[src/rtl/dtmr_pkg.sv]
package dtmr_pkg;
    localparam int CTRL_W = 11;
    // control bit positions used by the logic
    localparam int B_DOWN = 1;
    localparam int B_AUTO = 4;
    localparam int B_LOAD = 5;
    localparam int B_IEN  = 6;
    localparam int B_RUN  = 7;
    localparam int B_FLAG = 8;
    localparam int B_ALL  = 10;

    localparam logic [1:0] SEL_CTRL = 2'd0;
    localparam logic [1:0] SEL_LOAD = 2'd1;
    localparam logic [1:0] SEL_CNT  = 2'd2;

    typedef enum logic [1:0] {
        ST_IDLE    = 2'd0,
        ST_PRELOAD = 2'd1,
        ST_RUN     = 2'd2
    } ch_state_e;
endpackage

[src/rtl/dtmr_channel.sv]
module dtmr_channel
    import dtmr_pkg::*;
#(
    parameter int W = 32
) (
    input  logic              clk,
    input  logic              rst_n,
    input  logic              ctrl_we,
    input  logic              load_we,
    input  logic              en_all,
    input  logic [W-1:0]      wdata,
    output logic [CTRL_W-1:0] ctrl_o,
    output logic [W-1:0]      load_o,
    output logic [W-1:0]      cnt_o
);
    localparam logic [W-1:0] TOP_VAL = '1;

    logic [CTRL_W-1:0] ctrl_q, ctrl_n;
    logic [W-1:0]      load_q, cnt_q, cnt_n;
    ch_state_e         state_q, state_n;
    logic              wrap;

    // terminal count while running
    always_comb begin
        wrap = (state_q == ST_RUN) &&
               (ctrl_q[B_DOWN] ? (cnt_q == '0) : (cnt_q == TOP_VAL));
    end

    // next control word: bus write, enable-all, wrap side effects
    always_comb begin
        ctrl_n = ctrl_q;
        if (ctrl_we) begin
            ctrl_n         = wdata[CTRL_W-1:0];
            ctrl_n[B_FLAG] = ctrl_q[B_FLAG] & ~wdata[B_FLAG];
        end
        if (en_all) ctrl_n[B_RUN] = 1'b1;
        if (wrap) begin
            ctrl_n[B_FLAG] = 1'b1;
            if (!ctrl_q[B_AUTO]) ctrl_n[B_RUN] = 1'b0;
        end
    end

    // next state from the control word that will be in force
    always_comb begin
        if (ctrl_n[B_LOAD])     state_n = ST_PRELOAD;
        else if (ctrl_n[B_RUN]) state_n = ST_RUN;
        else                    state_n = ST_IDLE;
    end

    // state register
    always_ff @(posedge clk) begin
        if (!rst_n) state_q <= ST_IDLE;
        else        state_q <= state_n;
    end

    // counter action per state
    always_comb begin
        cnt_n = cnt_q;
        unique case (state_q)
            ST_IDLE:    cnt_n = cnt_q;
            ST_PRELOAD: cnt_n = load_q;
            ST_RUN: begin
                if (wrap)                cnt_n = ctrl_q[B_AUTO] ? load_q : cnt_q;
                else if (ctrl_q[B_DOWN]) cnt_n = cnt_q - 1'b1;
                else                     cnt_n = cnt_q + 1'b1;
            end
            default:    cnt_n = cnt_q;
        endcase
    end

    always_ff @(posedge clk) begin
        if (!rst_n) begin
            ctrl_q <= '0;
            load_q <= '0;
            cnt_q  <= '0;
        end else begin
            ctrl_q <= ctrl_n;
            cnt_q  <= cnt_n;
            if (load_we) load_q <= wdata;
        end
    end

    assign ctrl_o = ctrl_q;
    assign load_o = load_q;
    assign cnt_o  = cnt_q;
endmodule

[src/rtl/dtmr_rdmux.sv]
module dtmr_rdmux
    import dtmr_pkg::*;
#(
    parameter int NCH = 2,
    parameter int W   = 32,
    parameter int CHW = 1
) (
    input  logic                         rd_en,
    input  logic [CHW-1:0]               ch_idx,
    input  logic [1:0]                   sel,
    input  logic [NCH-1:0][CTRL_W-1:0]   ctrl_a,
    input  logic [NCH-1:0][W-1:0]        load_a,
    input  logic [NCH-1:0][W-1:0]        cnt_a,
    output logic [W-1:0]                 data
);
    always_comb begin
        data = '0;
        if (rd_en && (int'(ch_idx) < NCH)) begin
            case (sel)
                SEL_CTRL: data = {{(W-CTRL_W){1'b0}}, ctrl_a[ch_idx]};
                SEL_LOAD: data = load_a[ch_idx];
                SEL_CNT:  data = cnt_a[ch_idx];
                default:  data = '0;
            endcase
        end
    end
endmodule

[src/rtl/dtmr_top.sv]
module dtmr_top
    import dtmr_pkg::*;
#(
    parameter  int NCH = 2,
    parameter  int W   = 32,
    localparam int CHW = $clog2(NCH),
    localparam int AW  = CHW + 2
) (
    input  logic          clk,
    input  logic          rst_n,
    input  logic          req_en,
    input  logic          req_wr,
    input  logic [AW-1:0] req_addr,
    input  logic [W-1:0]  req_wdata,
    output logic [W-1:0]  rd_data,
    output logic          irq
);
    logic [CHW-1:0] ch_idx;
    logic [1:0]     sel;
    logic           wr_any, en_all;

    logic [NCH-1:0][CTRL_W-1:0] ch_ctrl;
    logic [NCH-1:0][W-1:0]      ch_load;
    logic [NCH-1:0][W-1:0]      ch_cnt;
    logic [NCH-1:0]             pend;

    assign ch_idx = req_addr[AW-1:2];
    assign sel    = req_addr[1:0];
    assign wr_any = req_en && req_wr;
    assign en_all = wr_any && (sel == SEL_CTRL) && req_wdata[B_ALL];

    for (genvar g = 0; g < NCH; g++) begin : g_ch
        logic hit;
        assign hit = wr_any && (ch_idx == CHW'(g));
        dtmr_channel #(.W(W)) u_ch (
            .clk     (clk),
            .rst_n   (rst_n),
            .ctrl_we (hit && (sel == SEL_CTRL)),
            .load_we (hit && (sel == SEL_LOAD)),
            .en_all  (en_all),
            .wdata   (req_wdata),
            .ctrl_o  (ch_ctrl[g]),
            .load_o  (ch_load[g]),
            .cnt_o   (ch_cnt[g])
        );
        assign pend[g] = ch_ctrl[g][B_FLAG] && ch_ctrl[g][B_IEN];
    end

    dtmr_rdmux #(.NCH(NCH), .W(W), .CHW(CHW)) u_rd (
        .rd_en  (req_en && !req_wr),
        .ch_idx (ch_idx),
        .sel    (sel),
        .ctrl_a (ch_ctrl),
        .load_a (ch_load),
        .cnt_a  (ch_cnt),
        .data   (rd_data)
    );

    always_ff @(posedge clk) begin
        if (!rst_n) irq <= 1'b0;
        else        irq <= |pend;
    end
endmodule

[config.mk]
export PLATFORM = sky130hd
export DESIGN_NAME = dtmr_top
export DESIGN_NICKNAME = d
export VERILOG_FILES = /design/src/rtl/dtmr_pkg.sv /design/src/rtl/dtmr_channel.sv /design/src/rtl/dtmr_rdmux.sv /design/src/rtl/dtmr_top.sv
export SDC_FILE = /design/constraint.sdc
export NUM_CORES = 1
export LEC_CHECK = 0
export BUFFER_PORTS_ARGS = -buffer_cell sky130_fd_sc_hd__buf_2
export CELL_PAD_IN_SITES_DETAIL_PLACEMENT = 0
export CELL_PAD_IN_SITES_GLOBAL_PLACEMENT = 2
export CORE_MARGIN = 4
export CORE_UTILIZATION = 39
export DETAILED_ROUTE_END_ITERATION = 6
export PLACE_DENSITY = 0.81
export SLEW_MARGIN = 40
export SYNTH_ARGS = -nofsm -noshare
export SYNTH_HDL_FRONTEND = slang
export SYNTH_SLANG_ARGS = --single-unit
[constraint.sdc]
create_clock -name clk -period 5.8 [get_ports clk]
set_clock_uncertainty 0.05 [all_clocks]
set_input_delay 0.29 -clock clk [delete_from_list [all_inputs] [get_ports clk]]
set_output_delay 0.29 -clock clk [all_outputs]
set_load 0.01 [all_outputs]
# Yosys cells after proc, flatten, opt, wreduce, memory -nomap -nowiden
# Cells that the tools add are included.
# word_totals
out_inout_bits	33
regBits	155
# op_classes
add_sub_neg	4
order_cmp	1
bitwise	5
mux	30
n_eq_ne	10
n_reduce_logical	27
# op_table
op	n
$mux 32	11
$pmux 32 s2	2
$pmux 32 s3	1
$add 32x1->32 const B	2
$eq 32x32->1 const B	2
$logic_not 32->1	2
$sub 32x1->32 const B	2
$mux 11	2
$mux 9	2
$logic_and 1x1->1	14
$mux 1	8
$mux 2	4
$reduce_bool 2->1	4
$eq 2x1->1 const B	3
$eq 2x2->1 const B	3
$ne 3x2->1 const B	2
$reduce_or 2->1	3
$reduce_and 2->1	2
$not 1->1	3
$and 1x1->1	2
$logic_not 2->1	1
$lt 1x2->1 const B	1
$logic_not 1->1	1

# Depth between registers and ports, before layout
# logic_depth
word_depth	9
ltp_mapped	12
depth_no_buf	11

# Cells and area by module
# A second synthesis with hierarchy kept.
# unflattened
hier_cells	1380
hier_area_um2	11442.2
# by_module_without_submodules
mod	cells_per_inst	n_inst	area_per_inst_um2
dtmr_channel at g_ch[0].u_ch	615	1	5213.8
dtmr_channel at g_ch[1].u_ch	590	1	4754.6
dtmr_rdmux	164	1	1376.3
dtmr_top	11	1	97.6

# Least setup slack after synthesis
# OpenSTA, ideal clock, no wires.
# synth_timing
path_type	reg-to-reg
start	register g_ch[1].u_ch.ctrl_q[1]
end	register g_ch[1].u_ch.cnt_q[28]
synth_period_minus_slack_ps	3549
t_arrival_ps	3366
path_stages_with_launch	12
n_path_buf	0
path_slack_ps	2251
setup_ps	134
required_time_ps	5616
cell_sequence	dfxtp_1 > ha_1 > a2111oi_4 > a21boi_2 > o31ai_2 > a31o_1 > a21boi_4 > o31a_4 > nor2_1 > a2111oi_4 > xor2_1 > a31oi_1
# synth_via
elab_chain_len	4
elab_cells_between_ends	7
cone_classes	1 x eq/ne; 4 x mux; 2 x reduce/logical
# synth_rtl
element	line	source
start: declaration	dtmr_channel.sv:18	logic [CTRL_W-1:0] ctrl_q, ctrl_n;
start signal: assignment	dtmr_channel.sv:77	ctrl_q <= ctrl_n;
$mux 1	dtmr_channel.sv:26	(ctrl_q[B_DOWN] ? (cnt_q == '0) : (cnt_q == TOP_VAL));
$logic_and 1x1->1	dtmr_channel.sv:25	wrap = (state_q == ST_RUN) &&
$mux 32 / $ne 3x2->1 (equally long branches)	n/a	
$pmux 32 s2 / $reduce_and 2->1 (equally long branches)	n/a	
end signal: assignment	dtmr_channel.sv:78	cnt_q <= cnt_n;
end: declaration	dtmr_channel.sv:19	logic [W-1:0] load_q, cnt_q, cnt_n;
# Several ways; a longest one is shown, not always the timed one.
# A chain may end at the register's enable or synchronous reset.

# Final worst setup path
# layout_timing
start	register g_ch[0].u_ch.ctrl_q[1]
end	register g_ch[0].u_ch.cnt_q[31]
# layout_via
elab_chain_len	4
elab_cells_between_ends	7
cone_classes	1 x eq/ne; 4 x mux; 2 x reduce/logical
# layout_rtl
element	line
start: declaration	dtmr_channel.sv:18
start signal: assignment	dtmr_channel.sv:77
$mux 1	dtmr_channel.sv:26
$logic_and 1x1->1	dtmr_channel.sv:25
$mux 32 / $ne 3x2->1 (equally long branches)	n/a
$pmux 32 s2 / $reduce_and 2->1 (equally long branches)	n/a
end signal: assignment	dtmr_channel.sv:78
end: declaration	dtmr_channel.sv:19
# Several ways; a longest one is shown, not always the timed one.

==> out/metrics.yaml <==
status:
  outcome: "finished, final reports clean"
yosys:
  synth-simple-area-share: 0.212
  postSynthAreaPerCell_um2: 7.72
  synthMuxAreaShare: 0.0789
  yosysSeqAreaShare: 0.286
  synth_fa_ha_area_frac: 0.0763
  synth_top_area_share: 0.286
  ys_ff_latch: 153
  synth_edf_count: 0
  synth_top_family_by_area: "compound AO/OA/AOI/OAI gates"
  ys.flop_type: "dfxtp_1"
  synth-warning-count: 0
  synth_compound_area_frac: 0.263
  synthArstFlopShare: 0
  syn_area_mm2: 0.0107
  synthXorXnorAreaFrac: 0.0442
  synth.distinct_cells: 73
  netlist_top_cells_area: "dfxtp_1 29%, nand2_1 8.0%, mux2i_1 7.6%"
  syn_inst: 1386
  yosysTopAreaCell: "dfxtp_1"
  synth_fp_nets: 1489
final_layout:
  final_cells: 1764
  final_area_mm2: 0.0119
  drive_gt1_frac: 0.108
  final_cell_mix: "226 x nand2_1, 153 x dfxtp_1, 135 x a21oi_1"
  area_delta_synth_final_pct: 11.3
  post-route-util: 0.442
  antenna_cells: 0
  final_common_cell: "nand2_1"
  nets: 1514
timing:
  post-route-period-util: 0.632
  worst_slew_pin_slew_ns: 0.709
  hold_slack_ns: 0.0685
  rsz0062_at_grt: "no"
  slew_violations: 0
  period_minus_slack_ns: 3.67
  tns_ns: 0
  hold_violations: 0
  clock.fmax_mhz: 273
  fin_ws_ns: 2.13
  setup_viol: 0
  relSlewSlack: 0.528
min_path:
  whs_endpoint: "g_ch[1].u_ch.load_o[21]$_SDFFE_PN0P_"
  hold_class: "in2reg"
  min-delay-start: "req_wdata[21]"
  hold_depth: 3
clock_network:
  cts_root_buffer: "clkbuf_16"
  holdBufCountCts: 0
  cts_resized: 0
  insertion_delay_ns: 0.43
  cts_made_buffers: 17
  cts_setup_buffers: 0
  h-tree-depth: 4
  cts_tree: "done"
  cts.sinks: 153
  cts_buffer_depth: 2
  cts.clk_slew.worst_paths_ns: 0.07
floorplanning:
  die_w_um: 174
  core_area_mm2: 0.0270
  ios: 72
  die_y_um: 174
  initial_core_util: 0.397
  design.die.area_mm2: 0.0301
  rows: 60
power_and_ir_drop:
  seqPwrFrac: 0.447
  p_total_mw: 2.50
  ir_worst_vdd_mv: 0.158
  clock_power_share: 0.438
  pwr-share-comb: 0.115
  swShare: 0.291
  p_int_mw: 1.78
  power.density_mw_per_mm2: 210
  p_switching_mw: 0.728
  leakage_nw: 4.84
setup_path:
  path_class: "reg2reg"
  crit_path_end_kind: "flip-flop"
  r2r_start: "g_ch[0].u_ch.ctrl_o[1]$_SDFFE_PN0P_"
  r2r-end: "g_ch[0].u_ch.cnt_o[31]$_SDFFE_PN0P_"
  rrSetupSlack_ns: 2.13
  ff2ff_path_depth: 12
  cp_max_fo: 28
  crit_required_ns: 6.10
  crit_arrival_ns: 3.96
  worst_setup_path_start_kind: "flip-flop"
grt:
  antenna_found_initial: 0
  grt_start_max_net_pins: 80
  grt_pass1_vias: 9983
  grt_usage: 0.242
  grt.overflow.total: 0
  grt_first_pass_wirelength_mm: 58.3
drt:
  route.detailed.drc: 0
  dr.first_iter.drc_count: 691
  vias: 10311
  wirelength_mm: 37.5
  vias_per_cell: 5.85
  avgRoutedWirePerCell_um: 21.3
  ant_nets: 0
  firstDrtPassIters: 6
placed_design:
  placed_cell_area_mm2: 0.0113
  dp_cells: 1733
  dp_slack_ns: 2.18
  routabilityCongestion: 0.863
  io_buffer_count: 71
  dp_hpwl_mm: 27.5
run:
  drv_cap: 0
synth_stat cells, types with 3 or more instances:
library cell  count
o211a_1           5
and2_1           19
a21oi_1         135
o21a_1            6
buf_1             9
nand2_1         229
nand3_1          33
xnor2_1          32
o22ai_1          12
or4_1             3
inv_1            18
mux2_2            3
xor2_1           22
nand2b_1          8
nand4_1          24
nor2_1          102
o211ai_1         24
a221oi_1          3
a211oi_1         41
nor3_1           23
a21o_1           33
o21bai_1          9
a311oi_1          6
o22a_1           11
nor4_1           16
dfxtp_1         153
o31ai_1           4
o21ai_0          46
and3_1           15
nor2b_1          18
or3_1             3
mux2i_1          81
clkbuf_1         67
a31oi_1          11
a22oi_1           3
o21ai_1          10
a21boi_0         37
buf_2             7
ha_1             62
critical path: stages, from the launching register on:
cell and delay (ns):
dfxtp_1 0.59, buf_4 0.40, ha_1 0.36, a21oi_1 0.20, o21ai_1 0.13, a221o_1 0.35, a21oi_1 0.24, o21a_1 0.16
o41ai_2 0.12, nor4b_1 0.28, a311oi_1 0.11, or4_1 0.44, a31oi_1 0.16
sequential cells by signal, indices dropped and copies added, names as in the netlist:
| signal | cells |
|---|---|
| g_ch.u_ch.ctrl_o | 22 |
| g_ch.u_ch.load_o | 64 |
| irq | 1 |
| g_ch.u_ch.state_q | 2 |
| g_ch.u_ch.cnt_o | 64 |
logic make-up after synthesis:
logic type | Yosys count
compound gates | 422
xor+xnor | 54
fa+ha+maj | 64
buf+inv | 106
flops | 153
mux | 84
simple gates | 503
power groups by stage:
stage,sequential (mW),combinational (mW),clock [mW]
after detailed placement,1.14,0.286,0
after floorplan,1.12,0.195,0
after global placement,1.14,0.284,0
final,1.12,0.288,1.10
after CTS,1.12,0.287,1.11
after global routing,1.12,0.315,1.15
per-layer routing:
metal  share of wire  GRT usage
met5               0          0
met4           0.017     0.0541
met3           0.039     0.0299
met2            0.47      0.412
met1            0.47      0.331
area by class of cell:
cell class	instances	area (um2)
fillers	2766	15000
clock buffers	17	425
flip-flops and latches	153	3060
repair buffers	91	515
inverters	21	81.3
well taps	341	427
clock inverters	14	136
multi-input cells	1127	7260
worst max-delay path by stage:
stage | slack, ns | start | to | cells past startpoint
2_1_floorplan | 2.25 | g_ch[1].u_ch.ctrl_o[1]$_SDFFE_PN0P_ | g_ch[1].u_ch.cnt_o[28]$_SDFFE_PN0P_ | 11
3_3_place_gp | 1.98 | g_ch[0].u_ch.ctrl_o[1]$_SDFFE_PN0P_ | g_ch[0].u_ch.cnt_o[19]$_SDFFE_PN0P_ | 11
3_5_place_dp | 2.18 | g_ch[1].u_ch.ctrl_o[1]$_SDFFE_PN0P_ | g_ch[1].u_ch.cnt_o[29]$_SDFFE_PN0P_ | 12
4_1_cts | 2.15 | g_ch[1].u_ch.ctrl_o[1]$_SDFFE_PN0P_ | g_ch[1].u_ch.cnt_o[29]$_SDFFE_PN0P_ | 12
5_1_grt | 1.77 | g_ch[0].u_ch.ctrl_o[1]$_SDFFE_PN0P_ | g_ch[0].u_ch.cnt_o[31]$_SDFFE_PN0P_ | 12
6_report | 2.13 | g_ch[0].u_ch.ctrl_o[1]$_SDFFE_PN0P_ | g_ch[0].u_ch.cnt_o[31]$_SDFFE_PN0P_ | 12
No activity file was read; power rests on OpenSTA's default activity.
